[config.mk]
export PLATFORM = sky130hd
export DESIGN_NAME = drift_scrub_ctrl
export DESIGN_NICKNAME = d
export VERILOG_FILES = /design/src/rtl/dsc_pkg.sv /design/src/rtl/dsc_interval.sv /design/src/rtl/dsc_lines.sv /design/src/rtl/drift_scrub_ctrl.sv
export SDC_FILE = /design/constraint.sdc
export NUM_CORES = 1
export LEC_CHECK = 0
export ABC_AREA = 1
export BUFFER_PORTS_ARGS = -buffer_cell sky130_fd_sc_hd__buf_2
export CORE_AREA = 2 2 78 98
export DETAILED_ROUTE_END_ITERATION = 16
export DIE_AREA = 0 0 80 100
export PLACE_DENSITY = 0.72
export SKIP_LAST_GASP = 1
export SLEW_MARGIN = 20
export SYNTH_ARGS = -nofsm -noshare
export SYNTH_HDL_FRONTEND = slang
export SYNTH_SLANG_ARGS = --single-unit
[constraint.sdc]
create_clock -name clk -period 4.55 [get_ports clk]
set_clock_uncertainty 0.1 [all_clocks]
set_input_delay 0.2275 -clock clk [delete_from_list [all_inputs] [get_ports clk]]
set_output_delay 0.2275 -clock clk [all_outputs]
set_load 0.005 [all_outputs]
[src/rtl/dsc_pkg.sv]
package dsc_pkg;
    typedef enum logic [1:0] {
        ST_WAIT  = 2'd0,
        ST_PICK  = 2'd1,
        ST_READ  = 2'd2,
        ST_SCRUB = 2'd3
    } dsc_state_e;
endpackage

[src/rtl/dsc_interval.sv]
// Check-interval reload register and down-counting timer.
module dsc_interval #(
    parameter int IVL_W     = 8,
    parameter int START_IVL = 16
) (
    input  logic             clk,
    input  logic             rst_n,
    input  logic             speed_up,
    input  logic             load,
    output logic             expired,
    output logic [IVL_W-1:0] reload_o
);
    localparam logic [IVL_W-1:0] START_V = IVL_W'(START_IVL);
    localparam logic [IVL_W-1:0] ONE_V   = IVL_W'(1);

    logic [IVL_W-1:0] reload_q;
    logic [IVL_W-1:0] timer_q;

    always_ff @(posedge clk) begin
        if (!rst_n) begin
            reload_q <= START_V;
        end else if (speed_up) begin
            reload_q <= (reload_q > ONE_V) ? (reload_q >> 1) : ONE_V;
        end
    end

    always_ff @(posedge clk) begin
        if (!rst_n) begin
            timer_q <= START_V;
        end else if (load) begin
            timer_q <= reload_q;
        end else if (timer_q > ONE_V) begin
            timer_q <= timer_q - ONE_V;
        end
    end

    assign expired  = (timer_q <= ONE_V);
    assign reload_o = reload_q;
endmodule

[src/rtl/dsc_lines.sv]
// Per-line state: walk pointer, hard-error counters, defunct and fresh bits.
module dsc_lines #(
    parameter int LINES      = 8,
    parameter int AW         = 3,
    parameter int HARD_LIMIT = 1
) (
    input  logic             clk,
    input  logic             rst_n,
    input  logic             wr_valid,
    input  logic [AW-1:0]    wr_addr,
    input  logic             advance,
    input  logic             clr_fresh,
    input  logic             hard_hit,
    output logic [AW-1:0]    ptr_o,
    output logic             cur_defunct,
    output logic             cur_fresh,
    output logic             cur_at_limit,
    output logic [LINES-1:0] defunct_map
);
    localparam int            HC_W   = $clog2(HARD_LIMIT + 2);
    localparam logic [HC_W-1:0] HC_LIM = HC_W'(HARD_LIMIT);
    localparam logic [HC_W-1:0] HC_MAX = HC_W'(HARD_LIMIT + 1);
    localparam logic [AW-1:0]   LAST   = AW'(LINES - 1);

    logic [AW-1:0]    ptr_q;
    logic [LINES-1:0] fresh_vec;
    logic [LINES-1:0] limit_vec;

    always_ff @(posedge clk) begin
        if (!rst_n) begin
            ptr_q <= '0;
        end else if (advance) begin
            ptr_q <= (ptr_q == LAST) ? '0 : ptr_q + AW'(1);
        end
    end

    for (genvar g = 0; g < LINES; g++) begin : g_line
        logic [HC_W-1:0] hc_q;
        logic            dead_q;
        logic            fresh_q;
        logic            sel;

        assign sel = (ptr_q == AW'(g));

        always_ff @(posedge clk) begin
            if (!rst_n) begin
                hc_q    <= '0;
                dead_q  <= 1'b0;
                fresh_q <= 1'b0;
            end else begin
                if (hard_hit && sel) begin
                    if (hc_q != HC_MAX) hc_q <= hc_q + HC_W'(1);
                    if (hc_q >= HC_LIM) dead_q <= 1'b1;
                end
                if (wr_valid && wr_addr == AW'(g)) begin
                    fresh_q <= 1'b1;
                end else if (clr_fresh && sel) begin
                    fresh_q <= 1'b0;
                end
            end
        end

        assign defunct_map[g] = dead_q;
        assign fresh_vec[g]   = fresh_q;
        assign limit_vec[g]   = (hc_q >= HC_LIM);
    end

    assign ptr_o        = ptr_q;
    assign cur_defunct  = defunct_map[ptr_q];
    assign cur_fresh    = fresh_vec[ptr_q];
    assign cur_at_limit = limit_vec[ptr_q];
endmodule

[src/rtl/drift_scrub_ctrl.sv]
module drift_scrub_ctrl #(
    parameter int LINES      = 8,
    parameter int ECC_N      = 4,
    parameter int IVL_W      = 8,
    parameter int START_IVL  = 16,
    parameter int RATE_LIMIT = 2,
    parameter int HARD_LIMIT = 1,
    parameter int AW         = $clog2(LINES),
    parameter int ERR_W      = $clog2(ECC_N + 2)
) (
    input  logic             clk,
    input  logic             rst_n,
    input  logic [ERR_W-1:0] cfg_headroom,
    input  logic             host_wr_valid,
    input  logic [AW-1:0]    host_wr_addr,
    output logic             mem_req_valid,
    output logic             mem_req_scrub,
    output logic [AW-1:0]    mem_req_addr,
    input  logic             mem_rsp_valid,
    input  logic [ERR_W-1:0] mem_rsp_errs,
    input  logic             mem_rsp_hard,
    output logic [LINES-1:0] defunct_map,
    output logic [IVL_W-1:0] cur_interval
);
    import dsc_pkg::*;

    localparam logic [ERR_W-1:0] N_V    = ERR_W'(ECC_N);
    localparam logic [ERR_W-1:0] RATE_V = ERR_W'(RATE_LIMIT);

    dsc_state_e       state_q, state_d;
    logic             expired, load, speed_up;
    logic             advance, clr_fresh, hard_hit;
    logic             cur_defunct, cur_fresh, cur_at_limit;
    logic [AW-1:0]    ptr;
    logic [ERR_W-1:0] scrub_thr;

    assign scrub_thr = (cfg_headroom >= N_V) ? '0 : (N_V - cfg_headroom);

    dsc_interval #(.IVL_W(IVL_W), .START_IVL(START_IVL)) u_interval (
        .clk      (clk),
        .rst_n    (rst_n),
        .speed_up (speed_up),
        .load     (load),
        .expired  (expired),
        .reload_o (cur_interval)
    );

    dsc_lines #(.LINES(LINES), .AW(AW), .HARD_LIMIT(HARD_LIMIT)) u_lines (
        .clk          (clk),
        .rst_n        (rst_n),
        .wr_valid     (host_wr_valid),
        .wr_addr      (host_wr_addr),
        .advance      (advance),
        .clr_fresh    (clr_fresh),
        .hard_hit     (hard_hit),
        .ptr_o        (ptr),
        .cur_defunct  (cur_defunct),
        .cur_fresh    (cur_fresh),
        .cur_at_limit (cur_at_limit),
        .defunct_map  (defunct_map)
    );

    // State register
    always_ff @(posedge clk) begin
        if (!rst_n) state_q <= ST_WAIT;
        else        state_q <= state_d;
    end

    // Next state and per-transition strobes
    always_comb begin
        state_d   = state_q;
        load      = 1'b0;
        speed_up  = 1'b0;
        advance   = 1'b0;
        clr_fresh = 1'b0;
        hard_hit  = 1'b0;
        unique case (state_q)
            ST_WAIT: begin
                if (expired) state_d = ST_PICK;
            end
            ST_PICK: begin
                if (cur_defunct) begin
                    advance = 1'b1;
                end else if (cur_fresh) begin
                    clr_fresh = 1'b1;
                    advance   = 1'b1;
                    load      = 1'b1;
                    state_d   = ST_WAIT;
                end else begin
                    state_d = ST_READ;
                end
            end
            ST_READ: begin
                if (mem_rsp_valid) begin
                    hard_hit = mem_rsp_hard;
                    speed_up = (mem_rsp_errs > RATE_V);
                    if (!(mem_rsp_hard && cur_at_limit) && mem_rsp_errs >= scrub_thr) begin
                        state_d = ST_SCRUB;
                    end else begin
                        advance = 1'b1;
                        load    = 1'b1;
                        state_d = ST_WAIT;
                    end
                end
            end
            ST_SCRUB: begin
                if (mem_rsp_valid) begin
                    advance = 1'b1;
                    load    = 1'b1;
                    state_d = ST_WAIT;
                end
            end
            default: state_d = ST_WAIT;
        endcase
    end

    // Outputs
    always_comb begin
        mem_req_valid = (state_q == ST_READ) || (state_q == ST_SCRUB);
        mem_req_scrub = (state_q == ST_SCRUB);
        mem_req_addr  = ptr;
    end
endmodule

# ---- Yosys cells after proc, flatten, opt, wreduce, memory -nomap -nowiden
# Index checks and enable logic that the tools add are counted.
# W data, S select, Z words.
dict set report word_totals {
  register_bits 53
  word_cells 187
  inputBits 14
  out_inout_bits 21
}
dict set report classes {
  n_addsub 11
  n_reduce_logical 57
  n_lt_le_gt_ge 15
  n_eq_ne 29
  muxes 47
}
# op n
set op_table {}
lappend op_table {{$reduce_and A2 Y1} 16}
lappend op_table {{$mux W1} 30}
lappend op_table {{$logic_and A1 B1 Y1} 26}
lappend op_table {{$eq A3 B3 Y1 const B} 8}
lappend op_table {{$ne A2 B2 Y1 const B} 11}
lappend op_table {{$reduce_bool A2 Y1} 9}
lappend op_table {{$add A2 B1 Y2 const B} 8}
lappend op_table {{$ge A2 B1 Y1 const B} 8}
lappend op_table {{$gt A8 B1 Y1 const B} 2}
lappend op_table {{$mux W8} 2}
lappend op_table {{$eq A3 B2 Y1 const B} 4}
lappend op_table {{$mux W2} 6}
lappend op_table {{$bmux W1 S3} 3}
lappend op_table {{$le A8 B1 Y1 const B} 1}
lappend op_table {{$pmux W2 S4} 1}
lappend op_table {{$sub A8 B1 Y8 const B} 1}
lappend op_table {{$mux W7} 1}
lappend op_table {{$eq A3 B1 Y1 const B} 2}
lappend op_table {{$logic_not A3 Y1} 2}
lappend op_table {{$mux W3} 2}
lappend op_table {{$pmux W1 S3} 2}
lappend op_table {{$eq A2 B2 Y1 const B} 2}
lappend op_table {{$lt A3 B4 Y1 const B} 1}
lappend op_table {{$reduce_and A4 Y1} 1}
lappend op_table {{10 further kinds} 10}

# ---- Longest topological paths before layout
# Gate-level depths: netlist (run 1).
dict set report logic_depth {
  depth_word 10
  depth_mapped 17
  depth_no_buf 17
}

# ---- By module
# A second synthesis (run 1) with hierarchy kept.
dict set report unflattened {
  cells_unflattened 491
  area_unflattened_um2 3168.0
}
# module cells_each n_inst area_each_um2
set by_module_without_submodules {}
lappend by_module_without_submodules {dsc_lines 324 1 2135.8}
lappend by_module_without_submodules {dsc_interval 109 1 709.4}
lappend by_module_without_submodules {drift_scrub_ctrl 58 1 322.8}

# ---- Least setup slack after synthesis (run 1)
# No wires, ideal clock.
dict set report synth_timing {
  path_kind {input -> register}
  from {input cfg_headroom[0]}
  to {register u_interval.timer_q[4]}
  arrival_time_ps 1835
  cell_stages 15
  slack_ps 2499
  setup_ps 116
  required_ps 4334
  path_cell_list {inv_1 -> ha_1 -> ha_1 -> nand3_1 -> ha_1 -> a21oi_1 -> o211ai_1 -> nand2_1 -> inv_1 -> nand2_2 -> nand2_4 -> nand2_4 -> inv_4 -> o21ai_1 -> nand2_1}
}
dict set report synth_via {
  elab_chain_cells 8
}
# item line
set synth_lines {}
lappend synth_lines {{from (decl)} drift_scrub_ctrl.sv:13} ;# input logic [ERR_W-1:0] cfg_headroom,
lappend synth_lines {{$sub A3 B3 Y3 / $ge A3 B3 Y1 (equally long branches)} drift_scrub_ctrl.sv:37} ;# assign scrub_thr = (cfg_headroom >= N_V) ? '0 : (N_V - cfg_headroom);
lappend synth_lines {{$mux W3 (*)} drift_scrub_ctrl.sv:37}
lappend synth_lines {{$ge A3 B3 Y1 (*)} drift_scrub_ctrl.sv:97} ;# if (!(mem_rsp_hard && cur_at_limit) && mem_rsp_errs >= scrub_thr) begin
lappend synth_lines {{$logic_and A1 B1 Y1 (*)} drift_scrub_ctrl.sv:97}
lappend synth_lines {{$mux W1 (*)} drift_scrub_ctrl.sv:97}
lappend synth_lines {{$mux W1 (*)} drift_scrub_ctrl.sv:94} ;# if (mem_rsp_valid) begin
lappend synth_lines {{$pmux W1 S3 (*)} drift_scrub_ctrl.sv:77} ;# unique case (state_q)
lappend synth_lines {{$mux W8 / $reduce_bool A2 Y1 (equally long branches)} n/a}
lappend synth_lines {{to (signal assigned)} dsc_interval.sv:31} ;# timer_q <= reload_q;
lappend synth_lines {{to (signal assigned)} dsc_interval.sv:33} ;# timer_q <= timer_q - ONE_V;
lappend synth_lines {{to (decl)} dsc_interval.sv:17} ;# logic [IVL_W-1:0] timer_q;
# Mark *: on every way between the ends. The rest lies on a longest branch, timed or not.
# A chain may end at the register's enable or synchronous reset.

# ---- Final worst setup path (run 1)
dict set report layout_timing {
  from {register u_lines.ptr_q[0], in the netlist u_lines.ptr_o[0]}
  to {register u_interval.timer_q[4]}
}
dict set report layout_via {
  elab_chain_cells 9
}
# item line
set layout_lines {}
lappend layout_lines {{from (decl)} dsc_lines.sv:25} ;# logic [AW-1:0] ptr_q;
lappend layout_lines {{from (signal assigned)} dsc_lines.sv:33} ;# ptr_q <= (ptr_q == LAST) ? '0 : ptr_q + AW'(1);
lappend layout_lines {{$bmux W1 S3} dsc_lines.sv:71} ;# assign cur_at_limit = limit_vec[ptr_q];
lappend layout_lines {{$mux W1 (not written as such)} dsc_lines.sv:71}
lappend layout_lines {{$logic_and A1 B1 Y1} drift_scrub_ctrl.sv:97}
lappend layout_lines {{$logic_not A1 Y1} drift_scrub_ctrl.sv:97}
lappend layout_lines {{$logic_and A1 B1 Y1} drift_scrub_ctrl.sv:97}
lappend layout_lines {{$mux W1} drift_scrub_ctrl.sv:97}
lappend layout_lines {{$mux W1} drift_scrub_ctrl.sv:94}
lappend layout_lines {{$pmux W1 S3 (*)} drift_scrub_ctrl.sv:77}
lappend layout_lines {{$mux W8 / $reduce_bool A2 Y1 (equally long branches)} n/a}
# Mark *: on every way between the ends. The rest lies on a longest branch, timed or not. The select of a mux whose other input is x is not followed.

==> results of run 1 <==
## where the power goes
group | total, mW | switching (mW) | leakage, nW | internal [mW]
Combinational | 0.474 | 0.288 | 0.994 | 0.186
Sequential | 0.555 | 0.0685 | 0.406 | 0.486
Clock | 0.289 | 0.173 | 0.0506 | 0.115
## critical path, cell delays in order (launching register included)
cell,delay (ns)
dfxtp_1,0.83
inv_4,0.19
nand2_1,0.11
nand2_1,0.05
nand2_1,0.05
nand2_1,0.07
nand2_1,0.13
nand2_4,0.07
nand3_4,0.11
nand2_4,0.10
inv_4,0.08
nand2_1,0.05
o21ai_1,0.06
nand2_1,0.06
## stage by stage
step / util, % / instance area (sq um)
4_1_cts: 45.51 / 3268
3_3_place_gp: 44.15 / 3171
6_report: 45.51 / 3268
5_1_grt: 45.51 / 3268
2_1_floorplan: - / 3089
3_5_place_dp: 44.15 / 3171
## state kept, by name, indices dropped and copies added (netlist names)
signal / cells
state_q: 2
u_interval.reload_o: 5
u_interval.timer_q: 8
u_lines.g_line.dead_q: 8
u_lines.g_line.fresh_q: 8
u_lines.g_line.hc_q: 16
u_lines.ptr_o: 3
## cell families after synthesis
logic type	Yosys count
compound gates	76
xor+xnor	7
fa+ha+maj	29
buf+inv	85
flops	50
mux	1
other cells	1
simple gates	166
## path summary, 6_finish.rpt
kind	start	slack [ns]	cells past startpoint	endpoint
worst min-delay path	mem_rsp_valid	0.1	4	state_q[1]$_SDFFE_PN0P_
worst min register to register	u_lines.g_line[2].fresh_q$_SDFFE_PN0P_	0.37	2	u_lines.g_line[2].fresh_q$_SDFFE_PN0P_
worst max-delay path	u_lines.ptr_o[0]$_SDFFE_PN0P_	2.39	13	u_interval.timer_q[4]$_SDFFE_PN1P_
worst max register to register	u_lines.ptr_o[0]$_SDFFE_PN0P_	2.39	13	u_interval.timer_q[4]$_SDFFE_PN1P_
## metal layers
layer | wire [microns] | global-route usage [%]
met2 | 3127 | 28.97
met4 | 156 | 7.171
met5 | 0 | 0
met1 | 2749 | 20.11
met3 | 276 | 3.058
## cell type report
class                   instances  area, sq um  area share, %
repair buffers                 31        155.1          4.747
multi-input cells             282         1660          50.80
clock buffers                   5        68.82          2.106
well taps                      92        115.1          3.522
clock inverters                 3        28.78         0.8806
inverters                      62        239.0          7.312
flip-flops and latches         50         1001          30.63
## layout by cell type, fill, tap and decap left out
cell	count
clkinv_4	1
nor3_1	2
inv_4	2
o21ai_1	1
nand3_4	1
buf_2	31
inv_6	1
or3b_1	6
dfxtp_1	50
a211oi_1	1
a21oi_4	1
xor2_1	2
nand4_1	1
nand3b_1	8
xnor2_1	5
inv_2	1
nand3_1	19
or3b_2	2
o211ai_1	1
clkbuf_8	5
nand2_4	4
o21ai_0	32
nor2_1	34
conb_1	3
nand2_2	8
a21oi_1	39
nor2_4	1
nand3_2	3
clkinv_1	1
inv_8	1
a31oi_1	1
nand2_1	75
clkinv_2	1
ha_1	29
inv_1	57
nor2_2	1
or2_2	1
mux2i_1	1
==> out/qor.yml, run 1 <==
synthesis:
  synth_most_common_cell: "nand2_1"
  syn_area_sq_mm: 0.003082
  synthXorXnorAreaFrac_pct: 1.989
  syn_inst: 415
  synth-warning-count: 0
  synthTopCellsByArea: "dfxtp_1 32%, ha_1 12%, nand2_1 9.1%"
  synth-seq-cells: 50
  synth_mux_area_share_pct: 0.3248
  synthAdderAreaFrac_pct: 11.77
  ys_seq_area_share_pct: 32.48
  synth_top_area_share_pct: 32.48
  synth_top_family_by_area: "simple AND/OR/NAND/NOR gates"
  synth_ff_type: "dfxtp_1"
  synth_common_cells: "75 x nand2_1, 57 x inv_1, 50 x dfxtp_1"
  async_flop_share_pct: 0
  synth_enable_flop_cells: 0
  avgSynthCellArea_sq_um: 7.426
  ys_types: 37
  synth_top_area_cell: "dfxtp_1"
  synthSimpleGateAreaFrac_pct: 26.51
  synth-compound-area-share_pct: 12.91
routing:
  firstDrtPassIters: 4
  wl_per_cell_microns: 12.02
  ant_nets: 0
  drc_errors: 0
  vias_per_cell: 4.918
  drt_iter0_drc: 119
  finalWirelength_mm: 6.310
  vias: 2582
placement:
  port_buffers: 31
  gp_congestion: 0.8799
  dp_hpwl_mm: 4.757
  dp_cells: 517
  post-place-ws_ns: 2.244
global_route:
  grt_pass1_vias: 2485
  antenna_found_initial: 0
  grt-ovfl-total: 0
  gr-usage-all-layers_pct: 16.74
  grt_first_pass_wirelength_mm: 10.80
  grt_max_degree: 27
clocking:
  clkLatencyLatePin_ns: 0.32
  cts_resized: 0
  cts_hold_repair.buffers: 0
  htree_levels: 2
  cts_setup_buffers: 0
  clockBufferDepth: 2
  cts_tree: "built"
  clockRootBuffer: "clkbuf_8"
  cts.sinks: 50
  numCtsBuffers: 5
  cts.clk_slew.worst_paths_ns: 0.11
setup_path:
  critPathKind: "register to register"
  cp-end-kind: "register"
  crit_required_ns: 4.66
  startpoint_type: "register"
  path_max_fanout: 20
  crit_arrival_ns: 2.27
sta:
  drv_slew: 0
  setup_tns_ns: 0
  setup-violations-final: 0
  slew-limit-headroom_pct: 49.26
  worst_slew_pin_slew_ns: 0.7564
  finalCritPeriodShare_pct: 47.39
  fin_crit_ns: 2.156
  hold_viol: 0
  fmax_ghz: 0.4638
  worst_slack_ns: 2.394
  rsz0062_at_grt: "no"
  hold_ws_ns: 0.09622
power_and_ir_drop:
  p_per_area_mw_per_mm2: 403.1
  vdd_drop_max_uv: 182.1
  leakage_nw: 1.451
  power_mw: 1.317
cells_and_area:
  diodes: 0
  syn_to_final_growth_pct: 6.049
  drive_gt1_share_pct: 15.01
  fin_cells: 525
  n_fill_cell: 752
  final_nets: 475
floorplanning:
  core_sq_mm: 0.007182
  dieWidth_microns: 80
  start_util_pct: 42.91
  ioPinCount: 35
  rows: 35
  die-area_sq_mm: 0.008000
  die_h_microns: 100
status:
  outcome: "complete, no violations"
worst_hold_path:
  min_path_type: "input pin to register"
job:
  maxCapViolCount: 0
No activity file was read; power rests on OpenSTA's default activity.
==> run 2, diff against run 1 <==
==> constraint.sdc (replaced) <==
create_clock -name clk -period 2.15 [get_ports clk]
set_clock_uncertainty 0.1 [all_clocks]
set_input_delay 0.1075 -clock clk [delete_from_list [all_inputs] [get_ports clk]]
set_output_delay 0.1075 -clock clk [all_outputs]
set_load 0.005 [all_outputs]
==> out/qor.yml, run 2 (synthesized netlist as in run 1, its figures left out) <==
setup_path:
  crit_required_ns: 2.25  # was 4.66 ns
  slowest_stage: "dfxtp_1"  # unchanged
  path_max_fanout: 10  # was 20
  crit_arrival_ns: 2.08  # was 2.27 ns
  startpoint_type: "register"  # unchanged
  slowest_delay_ns: 0.59  # was 0.83 ns
  cpMostUsedCell: "nand2_1"  # unchanged
  cpLargestDelayFamily: "simple AND/OR/NAND/NOR gates"  # was flip-flops
  critPathKind: "register to register"  # unchanged
  crit_chain: "buf_4 -> nor2_1 -> nor2_1 -> nand2_1 -> nand2_1 -> nand2_1 -> nand2_4 -> nand3_4 -> nand2_4 -> inv_4 -> o21ai_1 -> nand2_1"  # was inv_4 -> nand2_1 -> nand2_1 -> nand2_1 -> nand2_1 -> nand2_1 -> nand2_4 -> nand3_4 -> nand2_4 -> inv_4 -> nand2_1 -> o21ai_1 -> nand2_1
  cp_num_buf_inv: 2  # unchanged
  cp-end-kind: "register"  # unchanged
clocking:
  clockBufferDepth: 2  # unchanged
  clockRootBuffer: "clkbuf_8"  # unchanged
  numCtsBuffers: 5  # unchanged
  cts_tree: "built"  # unchanged
  clkLatencyLatePin_ns: 0.31  # was 0.32 ns
  htree_levels: 2  # unchanged
  cts.sinks: 50  # unchanged
  cts.clk_slew.worst_paths_ns: 0.10  # was 0.11 ns
global_route:
  grt_pass1_vias: 2501  # was 2485
  grt-ovfl-total: 0  # unchanged
  antenna_found_initial: 0  # unchanged
  grt_max_degree: 27  # unchanged
  gr-usage-all-layers_pct: 16.78  # was 16.74%
  grt_first_pass_wirelength_mm: 10.72  # was 10.80 mm
sta:
  fmax_ghz: 0.5060  # was 0.4638 GHz
  setup-violations-final: 0  # unchanged
  rsz0062_at_grt: "no"  # unchanged
  drv_slew: 0  # unchanged
  finalCritPeriodShare_pct: 91.92  # was 47.39%
  fin_crit_ns: 1.976  # was 2.156 ns
  hold_viol: 0  # unchanged
power_and_ir_drop:
  leakage_nw: 1.488  # was 1.451 nW
  power_mw: 2.806  # was 1.317 mW
  vdd_drop_max_uv: 469.7  # was 182.1 uV
  p_sw_share_pct: 38.87  # was 40.22%
  p_int_mw: 1.715  # was 787.5 uW
  clock_power_share_pct: 21.5  # was 21.9%
  power_frac_seq_pct: 40.8  # was 42.1%
  p_switching_mw: 1.091  # was 529.8 uW
  comb_power_share_pct: 37.8  # was 36.0%
  p_per_area_mw_per_mm2: 841.5  # was 403.1 mW/mm^2
cells_and_area:
  largest_register: "u_lines.g_line.hc_q"  # unchanged
  final_common_cell: "nand2_1"  # unchanged
  drive_gt1_share_pct: 16.10  # was 15.01%
  final_util_pct: 46.43  # was 45.51%
  final_nets: 483  # was 475
  diodes: 0  # unchanged
  largest_reg_flops: 16  # unchanged
  layout_common_cells: "75 x nand2_1, 57 x inv_1, 50 x dfxtp_1, 39 x a21oi_1, 34 x nor2_1"  # unchanged
  syn_to_final_growth_pct: 8.201  # was 6.049%
  stdcell_area_sq_mm: 0.003334  # was 0.003268 sq mm
  n_fill_cell: 740  # was 752
routing:
  ant_nets: 0  # unchanged
  firstDrtPassIters: 4  # unchanged
  wl_per_cell_microns: 11.88  # was 12.02 microns
  vias: 2587  # was 2582
  vias_per_cell: 4.854  # was 4.918
  drt_iter0_drc: 83  # was 119
  drc_errors: 0  # unchanged
  finalWirelength_mm: 6.333  # was 6.310 mm
floorplanning:
  rows: 35  # unchanged
  ioPinCount: 35  # unchanged
  die-area_sq_mm: 0.008000  # unchanged
  dieWidth_microns: 80  # unchanged
  core_sq_mm: 0.007182  # unchanged
  die_h_microns: 100  # unchanged
  start_util_pct: 42.91  # unchanged
placement:
  port_buffers: 31  # unchanged
  place_area_sq_mm: 0.003216  # was 0.003171 sq mm
  dp_hpwl_mm: 4.789  # was 4.757 mm
  gp_congestion: 0.8804  # was 0.8799
job:
  maxCapViolCount: 0  # unchanged
status:
  outcome: "complete, no violations"  # unchanged
worst_hold_path:
  min_path_type: "input pin to register"  # unchanged
## run 2: changes by cell type in the layout (fill, tap and decap cells not counted), sizes merged
cell         delta
clkbuf          +1
clkinvlp        +1
inv             -1
dlygate4sd3     +2
buf             +6
clkinv          -1
## run 2: what timing repair did
item | CTS | global route
hold buffers | 2 | 0
buffers inserted | 0 | 0
gates resized for setup | 0 | 0
endpoints found under the hold margin | 2 | 0
## run 2: power by group through the flow
stage / clock (mW) / combinational [mW] / sequential, mW
2_1_floorplan: 0 / 0.906 / 1.12
3_3_place_gp: 0 / 1.03 / 1.16
3_5_place_dp: 0 / 1.05 / 1.16
4_1_cts: 0.617 / 1.06 / 1.14
5_1_grt: 0.654 / 1.23 / 1.16
6_report: 0.602 / 1.06 / 1.14
## run 2: through the flow
step | setup slack (ns) | hold WS (ns) | std cells | setup TNS, ns
5_1_grt | 0.0001465 | 0.003170 | 533 | 0
3_5_place_dp | -0.03177 | 0.3168 | 523 | -0.04037
4_1_cts | 0.1899 | 0.003693 | 533 | 0
3_3_place_gp | 0.04229 | 0.3049 | 523 | 0
6_report | 0.1738 | 0.006199 | 533 | 0
2_1_floorplan | 0.2190 | 0.1459 | 417 | 0
## run 2: final cells by class
cell class                      instances  area (sq um)  share of cell area (%)
Timing Repair Buffer                   39         220.2                   6.604
Inverter                               62         239.0                   7.167
Tap cell                               92         115.1                   3.452
Clock buffer                            6         82.58                   2.477
Sequential cell                        50          1001                   30.02
Clock inverter                          2         16.27                  0.4878
Multi-Input combinational cell        282          1660                   49.79
## run 2: final timing paths
path                                           from  cells after the start  slack (ns)                                endpoint
max reg2reg           u_lines.ptr_o[0]$_SDFFE_PN0P_                     12        0.17      u_interval.timer_q[4]$_SDFFE_PN1P_
min reg2reg  u_lines.g_line[7].fresh_q$_SDFFE_PN0P_                      2        0.37  u_lines.g_line[7].fresh_q$_SDFFE_PN0P_
min                                 host_wr_addr[2]                      4       0.006  u_lines.g_line[1].fresh_q$_SDFFE_PN0P_
max                   u_lines.ptr_o[0]$_SDFFE_PN0P_                     12        0.17      u_interval.timer_q[4]$_SDFFE_PN1P_
## run 2: per-layer routing
| layer | GRT usage (%) | up-vias | part of all wire [%] | wire (microns) |
|---|---|---|---|---|
| met2 | 28.85 | 39 | 49 | 3096 |
| met4 | 8.735 | 0 | 2.7 | 171 |
| met5 | 0 | - | 0 | 0 |
| li1 | - | 1355 | - | - |
| met3 | 2.698 | 16 | 2.8 | 180 |
| met1 | 19.89 | 1177 | 46 | 2885 |
## run 2: tightest hold or removal path, stage by stage
cell and delay (ns):
buf_2 0.09, nor2_1 0.07, nand2_1 0.06, a21oi_1 0.06
